## src/rtl/smb_watch_pkg.sv

```systemverilog
package smb_watch_pkg;

  // Conditions decoded from one sample of the bus lines.
  typedef struct packed {
    logic start;
    logic stop;
    logic scl_rise;
    logic both_hi;
  } line_ev_t;

endpackage

```

## src/rtl/smb_cond_detect.sv

```systemverilog
module smb_cond_detect
  import smb_watch_pkg::*;
(
  input  logic     clk,
  input  logic     rst,
  input  logic     scl_i,
  input  logic     sda_i,
  output line_ev_t ev
);

  logic scl_q, sda_q;

  // The previous sample resets high, so no false edge appears after reset.
  always_ff @(posedge clk) begin
    if (rst) begin
      scl_q <= 1'b1;
      sda_q <= 1'b1;
    end else begin
      scl_q <= scl_i;
      sda_q <= sda_i;
    end
  end

  always_comb begin
    ev.start    = scl_q & scl_i & sda_q & ~sda_i;
    ev.stop     = scl_q & scl_i & ~sda_q & sda_i;
    ev.scl_rise = ~scl_q & scl_i;
    ev.both_hi  = scl_i & sda_i;
  end

endmodule

```

## src/rtl/smb_run_counter.sv

```systemverilog
module smb_run_counter #(
  parameter int LIMIT = 10,
  parameter int W     = $clog2(LIMIT + 2)
) (
  input  logic         clk,
  input  logic         rst,
  input  logic         clr,
  input  logic         inc,
  output logic [W-1:0] cnt
);

  localparam logic [W-1:0] TOP = W'(LIMIT + 1);

  // Counts up to LIMIT+1 and stays there. A clear wins over an increment.
  always_ff @(posedge clk) begin
    if (rst || clr)
      cnt <= '0;
    else if (inc && cnt != TOP)
      cnt <= cnt + W'(1);
  end

endmodule

```

## src/rtl/smb_line_watch.sv

```systemverilog
module smb_line_watch
  import smb_watch_pkg::*;
#(
  parameter int SYS_KHZ      = 100_000,
  parameter int FREE_CYC     = SYS_KHZ * 47 / 10_000,
  parameter int HIGH_MAX_CYC = SYS_KHZ / 20,
  parameter int TMO_CYC      = SYS_KHZ * 25,
  parameter int SEXT_CYC     = SYS_KHZ * 25,
  parameter int MEXT_CYC     = SYS_KHZ * 10,
  parameter int POR_CYC      = SYS_KHZ * 2500,
  parameter int SEG_CLOCKS   = 9
) (
  input  logic clk,
  input  logic rst,
  input  logic scl_i,
  input  logic sda_i,
  output logic bus_busy_o,
  output logic bus_idle_o,
  output logic tmo_o,
  output logic stall_o,
  output logic por_o,
  output logic slv_ext_o,
  output logic mst_ext_o
);

  localparam int LO_W  = $clog2(TMO_CYC + 2);
  localparam int HB_W  = $clog2(HIGH_MAX_CYC + 2);
  localparam int MS_W  = $clog2(SEXT_CYC + 2);
  localparam int SG_W  = $clog2(MEXT_CYC + 2);
  localparam int DD_W  = $clog2(POR_CYC + 2);
  localparam int BIT_W = $clog2(SEG_CLOCKS + 1);

  line_ev_t ev;

  logic [LO_W-1:0]  lo_cnt;
  logic [HB_W-1:0]  both_cnt;
  logic [HB_W-1:0]  sclhi_cnt;
  logic [MS_W-1:0]  msg_cnt;
  logic [SG_W-1:0]  seg_cnt;
  logic [DD_W-1:0]  dead_cnt;
  logic [BIT_W-1:0] bit_cnt;
  logic             stop_seen;

  logic tmo_hit, stall_hit, por_hit, idle_hit, ack_rise, low_busy;

  smb_cond_detect u_cond (
    .clk(clk), .rst(rst), .scl_i(scl_i), .sda_i(sda_i), .ev(ev)
  );

  assign low_busy = bus_busy_o & ~scl_i;
  assign ack_rise = bus_busy_o & ev.scl_rise & (bit_cnt == BIT_W'(SEG_CLOCKS - 1));

  smb_run_counter #(.LIMIT(TMO_CYC), .W(LO_W)) u_lo (
    .clk(clk), .rst(rst), .clr(scl_i), .inc(~scl_i), .cnt(lo_cnt));

  smb_run_counter #(.LIMIT(HIGH_MAX_CYC), .W(HB_W)) u_both (
    .clk(clk), .rst(rst), .clr(~ev.both_hi), .inc(ev.both_hi), .cnt(both_cnt));

  smb_run_counter #(.LIMIT(HIGH_MAX_CYC), .W(HB_W)) u_sclhi (
    .clk(clk), .rst(rst), .clr(~scl_i | ev.start), .inc(scl_i), .cnt(sclhi_cnt));

  smb_run_counter #(.LIMIT(SEXT_CYC), .W(MS_W)) u_msg (
    .clk(clk), .rst(rst), .clr(ev.start), .inc(low_busy), .cnt(msg_cnt));

  smb_run_counter #(.LIMIT(MEXT_CYC), .W(SG_W)) u_seg (
    .clk(clk), .rst(rst), .clr(ev.start | ack_rise), .inc(low_busy), .cnt(seg_cnt));

  smb_run_counter #(.LIMIT(POR_CYC), .W(DD_W)) u_dead (
    .clk(clk), .rst(rst), .clr(ev.both_hi), .inc(~ev.both_hi), .cnt(dead_cnt));

  always_comb begin
    tmo_hit   = ~scl_i & (lo_cnt == LO_W'(TMO_CYC));
    stall_hit = bus_busy_o & scl_i & ~ev.start & (sclhi_cnt == HB_W'(HIGH_MAX_CYC));
    por_hit   = ev.both_hi & (dead_cnt > DD_W'(POR_CYC));
    idle_hit  = ev.both_hi &
                ((((stop_seen | ev.stop)) & (both_cnt >= HB_W'(FREE_CYC))) |
                 (both_cnt >= HB_W'(HIGH_MAX_CYC)));
  end

  always_ff @(posedge clk) begin
    if (rst) begin
      bus_busy_o <= 1'b0;
      bus_idle_o <= 1'b0;
      tmo_o      <= 1'b0;
      stall_o    <= 1'b0;
      por_o      <= 1'b0;
      slv_ext_o  <= 1'b0;
      mst_ext_o  <= 1'b0;
      stop_seen  <= 1'b0;
      bit_cnt    <= '0;
    end else begin
      tmo_o      <= tmo_hit;
      stall_o    <= stall_hit;
      por_o      <= por_hit;
      bus_idle_o <= idle_hit;

      if (ev.start)
        bus_busy_o <= 1'b1;
      else if (ev.stop || tmo_hit || stall_hit)
        bus_busy_o <= 1'b0;

      if (ev.stop)
        stop_seen <= 1'b1;
      else if (!ev.both_hi)
        stop_seen <= 1'b0;

      if (ev.start || ack_rise)
        bit_cnt <= '0;
      else if (bus_busy_o && ev.scl_rise)
        bit_cnt <= bit_cnt + BIT_W'(1);

      if (ev.start)
        slv_ext_o <= 1'b0;
      else if (low_busy && msg_cnt >= MS_W'(SEXT_CYC))
        slv_ext_o <= 1'b1;

      if (ev.start)
        mst_ext_o <= 1'b0;
      else if (low_busy && seg_cnt >= SG_W'(MEXT_CYC))
        mst_ext_o <= 1'b1;
    end
  end

  // Checks placed beside the logic they guard.
  assert_busy_from_start_R2: assert property (@(posedge clk) disable iff (rst)
    $rose(bus_busy_o) |-> $past(ev.start));

  assert_idle_needs_high_R3: assert property (@(posedge clk) disable iff (rst)
    bus_idle_o |-> $past(scl_i && sda_i));

  assert_busy_idle_excl_R4: assert property (@(posedge clk) disable iff (rst)
    !(bus_busy_o && bus_idle_o));

  assert_tmo_single_R5: assert property (@(posedge clk) disable iff (rst)
    tmo_o |=> !tmo_o);

  assert_tmo_after_low_R5: assert property (@(posedge clk) disable iff (rst)
    tmo_o |-> $past(!scl_i));

  assert_slv_hold_R6: assert property (@(posedge clk) disable iff (rst)
    $fell(slv_ext_o) |-> $past(ev.start));

  assert_mst_hold_R7: assert property (@(posedge clk) disable iff (rst)
    $fell(mst_ext_o) |-> $past(ev.start));

  assert_stall_drops_busy_R8: assert property (@(posedge clk) disable iff (rst)
    stall_o |-> !bus_busy_o);

  assert_por_on_high_R9: assert property (@(posedge clk) disable iff (rst)
    por_o |-> $past(scl_i && sda_i));

endmodule

```

## config.mk

```make
export PLATFORM = sky130hd
export DESIGN_NAME = smb_line_watch
export DESIGN_NICKNAME = d
export VERILOG_FILES = /design/src/rtl/smb_watch_pkg.sv /design/src/rtl/smb_cond_detect.sv /design/src/rtl/smb_run_counter.sv /design/src/rtl/smb_line_watch.sv
export SDC_FILE = /design/constraint.sdc
export NUM_CORES = 1
export LEC_CHECK = 0
export BUFFER_PORTS_ARGS = -buffer_cell sky130_fd_sc_hd__buf_2
export CORE_UTILIZATION = 45
export DETAILED_ROUTE_END_ITERATION = 16
export HOLD_SLACK_MARGIN = 0.02
export PLACE_DENSITY = 0.66
export SYNTH_ARGS = -nofsm -noshare
export SYNTH_HDL_FRONTEND = slang
export SYNTH_SLANG_ARGS = --single-unit
export TNS_END_PERCENT = 50
```

## constraint.sdc

```tcl
create_clock -name clk -period 2.4 [get_ports clk]
set_clock_uncertainty 0.05 [all_clocks]
set_input_delay 0.12 -clock clk [delete_from_list [all_inputs] [get_ports clk]]
set_output_delay 0.12 -clock clk [all_outputs]
set_load 0.005 [all_outputs]
```

==> impl_metrics.sql <==
INSERT INTO impl_metrics (metric_group, metric, value, unit) VALUES
('min_path', 'worst_hold_path_type', 'in2reg', ''),
('final_layout', 'net_total_in_the_final_layout', '846', ''),
('worst_setup_path', 'r2r_setup_slack', '0.35', 'ns'),
('power_and_ir_drop', 'leakagePower', '2.64', 'nW'),
('sta', 'grt_setup_unrepaired', 'no', ''),
('worst_setup_path', 'critPathLaunchType', 'flip-flop', ''),
('floorplanning', 'initial_core_util', '46.5', '%'),
('synth', 'synth_compound_area_share', '11.9', '%'),
('synth', 'synth_xor_xnor_area_share', '6.92', '%'),
('drt', 'avgViaCountPerCell', '5.88', ''),
('grt', 'pin_count_of_the_biggest_net_entering_global_routing', '20', ''),
('sta', 'timing.setup.tns', '0', 'ns'),
('floorplanning', 'core_ar', '14700', 'um2'),
('sta', 'max-slew-margin-rel', '50.6', '%'),
('sta', 'fin_worst_hold_slack', '0.0482', 'ns'),
('worst_setup_path', 'critical_path_arrival', '2.35', 'ns'),
('sta', 'setup_viol_count_final', '0', ''),
('grt', 'overflow', '0', ''),
('synth', 'synth_warn', '0', ''),
('synth', 'synth_seq_cells', '132', ''),
('worst_setup_path', 'critical_path_peak_fanout', '11', ''),
('drt', 'drc', '0', ''),
('clock_network', 'clock_sinks', '132', ''),
('drt', 'drt_first_iter_violations', '412', ''),
('final_layout', 'final_layout_size_suffix_gt1_share', '7.09', '%'),
('worst_setup_path', 'critPathKind', 'reg2reg', ''),
('final_layout', 'regArea', '2640', 'um2'),
('synth', 'mappedNetlistNets', '839', ''),
('synth', 'syn_area_per_cell', '8.39', 'um2'),
('power_and_ir_drop', 'max-vdd-ir-drop', '590', 'uV'),
('synth', 'proportion_of_synthesized_chip_area_in_sequential_cells', '38.6', '%'),
('grt', 'number_of_antenna_violations_at_the_first_check_in_global_routing', '0', ''),
('sta', 'max_slew.worst_pin.slew', '0.738', 'ns'),
('sta', 'finalWorstPathRequiredPeriod', '2.05', 'ns'),
('synth', 'synthSimpleGateAreaFrac', '32.4', '%'),
('final_layout', 'area_delta_synth_final', '11.1', '%'),
('power_and_ir_drop', 'power_per_cell_area', '629', 'nW/um2'),
('clock_network', 'clk_latency', '0.42', 'ns'),
('final_layout', 'inserted_diodes', '0', ''),
('clock_network', 'clock_tree.htree_level_count', '4', ''),
('sta', 'min_period_over_period', '85.4', '%'),
('clock_network', 'tritoncts_buffer_count', '17', ''),
('place', 'dp_hpwl', '10500', 'um'),
('floorplanning', 'std_cell_rows', '44', ''),
('final_layout', 'fin_area', '7600', 'um2'),
('clock_network', 'cts_post_setup_buffers_inserted', '0', ''),
('sta', 'drv_slew', '0', ''),
('synth', 'async_reset_ff_share', '0', '%'),
('worst_setup_path', 'endpoint_kind', 'flip-flop', ''),
('sta', 'setup_ws', '0.350', 'ns'),
('drt', 'vias', '5974', ''),
('synth', 'mux_cell_area_share_after_synthesis', '2.78', '%'),
('worst_setup_path', 'timing.critical_path.required', '2.70', 'ns'),
('floorplanning', 'dieArea', '15700', 'um2'),
('grt', 'via_count_of_the_first_global_routing_pass', '5551', ''),
('status', 'run_status', 'complete, no violations', ''),
('drt', 'route.final.wire_length', '15000', 'um'),
('synth', 'ys_types', '59', ''),
('place', 'placed_cells', '986', ''),
('synth', 'ys.flop_type', 'dfxtp_1', ''),
('drt', 'drt.antenna.violating_nets', '0', ''),
('clock_network', 'ctsResizeCount', '0', ''),
('floorplanning', 'die_w', '125', 'um'),
('sta', 'hold_violations', '0', ''),
('synth', 'synth_fa_ha_area_share', '3.66', '%'),
('synth', 'netlist_instances', '815', ''),
('floorplanning', 'boundaryPins', '11', ''),
('place', 'dpl-instance-area', '7060', 'um2'),
('final_layout', 'multi_input_area', '3940', 'um2'),
('synth', 'synth_enable_flop_cells', '0', ''),
('floorplanning', 'die_height', '125', 'um');
==> area by class of cell <==
| type | instances | share of cell area, % |
|---|---|---|
| Inverter | 29 | 1.43 |
| Sequential cell | 132 | 34.8 |
| Tap cell | 184 | 3.03 |
| Clock inverter | 6 | 0.725 |
| Multi-Input combinational cell | 620 | 51.9 |
| Clock buffer | 23 | 6.29 |
| Timing Repair Buffer | 22 | 1.88 |
==> power by group <==
part,internal [W],total [W],switching [W]
combinational,0.0000514,0.000161,0.000110
sequential,0.00220,0.00222,0.0000166
clock,0.00148,0.00240,0.000918
total,0.00373,0.00478,0.00104
==> layout by cell type (no fill, tap or decap), types with 4 or more instances in the layout <==
cell type | Yosys | routed
o21ai_0 | 26 | 26
a21oi_1 | 40 | 40
nand3b_1 | 4 | 4
xor2_1 | 30 | 30
buf_4 | 0 | 11
xnor2_1 | 24 | 24
a31o_2 | 5 | 5
and2_1 | 9 | 9
o311ai_0 | 5 | 5
ha_1 | 20 | 20
dfxtp_1 | 132 | 132
nor3_1 | 16 | 16
or4_1 | 16 | 16
nand2b_1 | 15 | 15
nand2_1 | 78 | 78
and4_1 | 15 | 15
nor2b_1 | 4 | 4
nor4b_1 | 5 | 5
or3_1 | 18 | 18
clkbuf_16 | 0 | 17
nand3_1 | 31 | 31
inv_1 | 29 | 29
a31oi_1 | 7 | 7
nor4bb_1 | 6 | 6
buf_2 | 8 | 10
nand4_1 | 48 | 48
nor4_1 | 18 | 18
mux2i_1 | 19 | 19
o31ai_1 | 11 | 11
nor2_1 | 81 | 81
and4b_1 | 6 | 6
and3_1 | 18 | 18
clkinv_2 | 0 | 5
o211ai_1 | 5 | 5
==> flip-flops by register name, summed over array words and instances (netlist names) <==
signal and cells:
u_dead.cnt 28, stop_seen 1, bit_cnt 4, u_cond.scl_q 1, u_both.cnt 13, u_sclhi.cnt 13, stall_o 1, tmo_o 1
bus_idle_o 1, bus_busy_o 1, u_seg.cnt 20, por_o 1, u_cond.sda_q 1, u_lo.cnt 22, u_msg.cnt 22, mst_ext_o 1
slv_ext_o 1
==> stage by stage <==
stage,util (%),power (W)
6_report,51.7,0.00478
5_1_grt,51.7,0.00494
4_1_cts,51.7,0.00484
3_5_place_dp,48.0,0.00243
3_3_place_gp,48.0,0.00242
2_1_floorplan,-,0.00238
==> layer usage <==
metal  routed length (um)  GRT usage, %
met5                    0             0
met4                  210          7.10
met3                  541          5.05
met2                 6940          32.9
met1                 7350          24.7
==> final timing paths <==
kind / startpoint / endpoint / cells after the start
worst max-delay path: u_dead.cnt[9]$_SDFFE_PP0P_ / u_dead.cnt[17]$_SDFFE_PP0P_ / 4
worst min-delay path: sda_i / u_cond.sda_q$_SDFF_PP1_ / 2
worst max register to register: u_dead.cnt[9]$_SDFFE_PP0P_ / u_dead.cnt[17]$_SDFFE_PP0P_ / 4
worst min register to register: mst_ext_o$_SDFFE_PP0P_ / mst_ext_o$_SDFFE_PP0P_ / 1
==> critical path, cell delays in order, from the launching register on <==
cell and delay (ns):
dfxtp_1 0.42, and3_1 0.31, nand4_1 0.43, or4_1 0.63, a21oi_1 0.14
==> cell usage after synthesis (3+ instances only) <==
cell,number,share of area [%]
dfxtp_1,132,39
nor2_1,81,4.4
nand2_1,78,4.3
nand4_1,48,4.4
a21oi_1,40,2.9
nand3_1,31,2.3
xor2_1,30,3.8
inv_1,29,1.6
o21ai_0,26,1.9
xnor2_1,24,3.1
clkbuf_1,23,1.3
ha_1,20,3.7
mux2i_1,19,2.8
and3_1,18,1.6
nor4_1,18,1.6
or3_1,18,1.6
nor3_1,16,1.2
or4_1,16,1.8
and4_1,15,1.9
nand2b_1,15,1.4
o31ai_1,11,1.2
and2_1,9,0.82
buf_2,8,0.59
a31oi_1,7,0.64
and4b_1,6,0.88
nor4bb_1,6,0.88
a31o_2,5,0.64
nor4b_1,5,0.64
o211ai_1,5,0.55
o311ai_0,5,0.64
nand3b_1,4,0.44
nor2b_1,4,0.37
a211oi_1,3,0.33
nor3b_1,3,0.33
o2111ai_1,3,0.38
or2_2,3,0.27
or4b_1,3,0.44
==> logic make-up (layout without fill, tap and decap cells) <==
group                    Yosys count  in the layout
AND/OR/NAND/NOR                  402            402
flip-flops                       132            132
AO/OA/AOI/OAI                    125            125
buffers and inverters             63             80
XOR/XNOR                          54             54
adder cells (fa/ha/maj)           20             20
multiplexers                      19             19
Note: power is estimated with default switching activity, not from simulation.
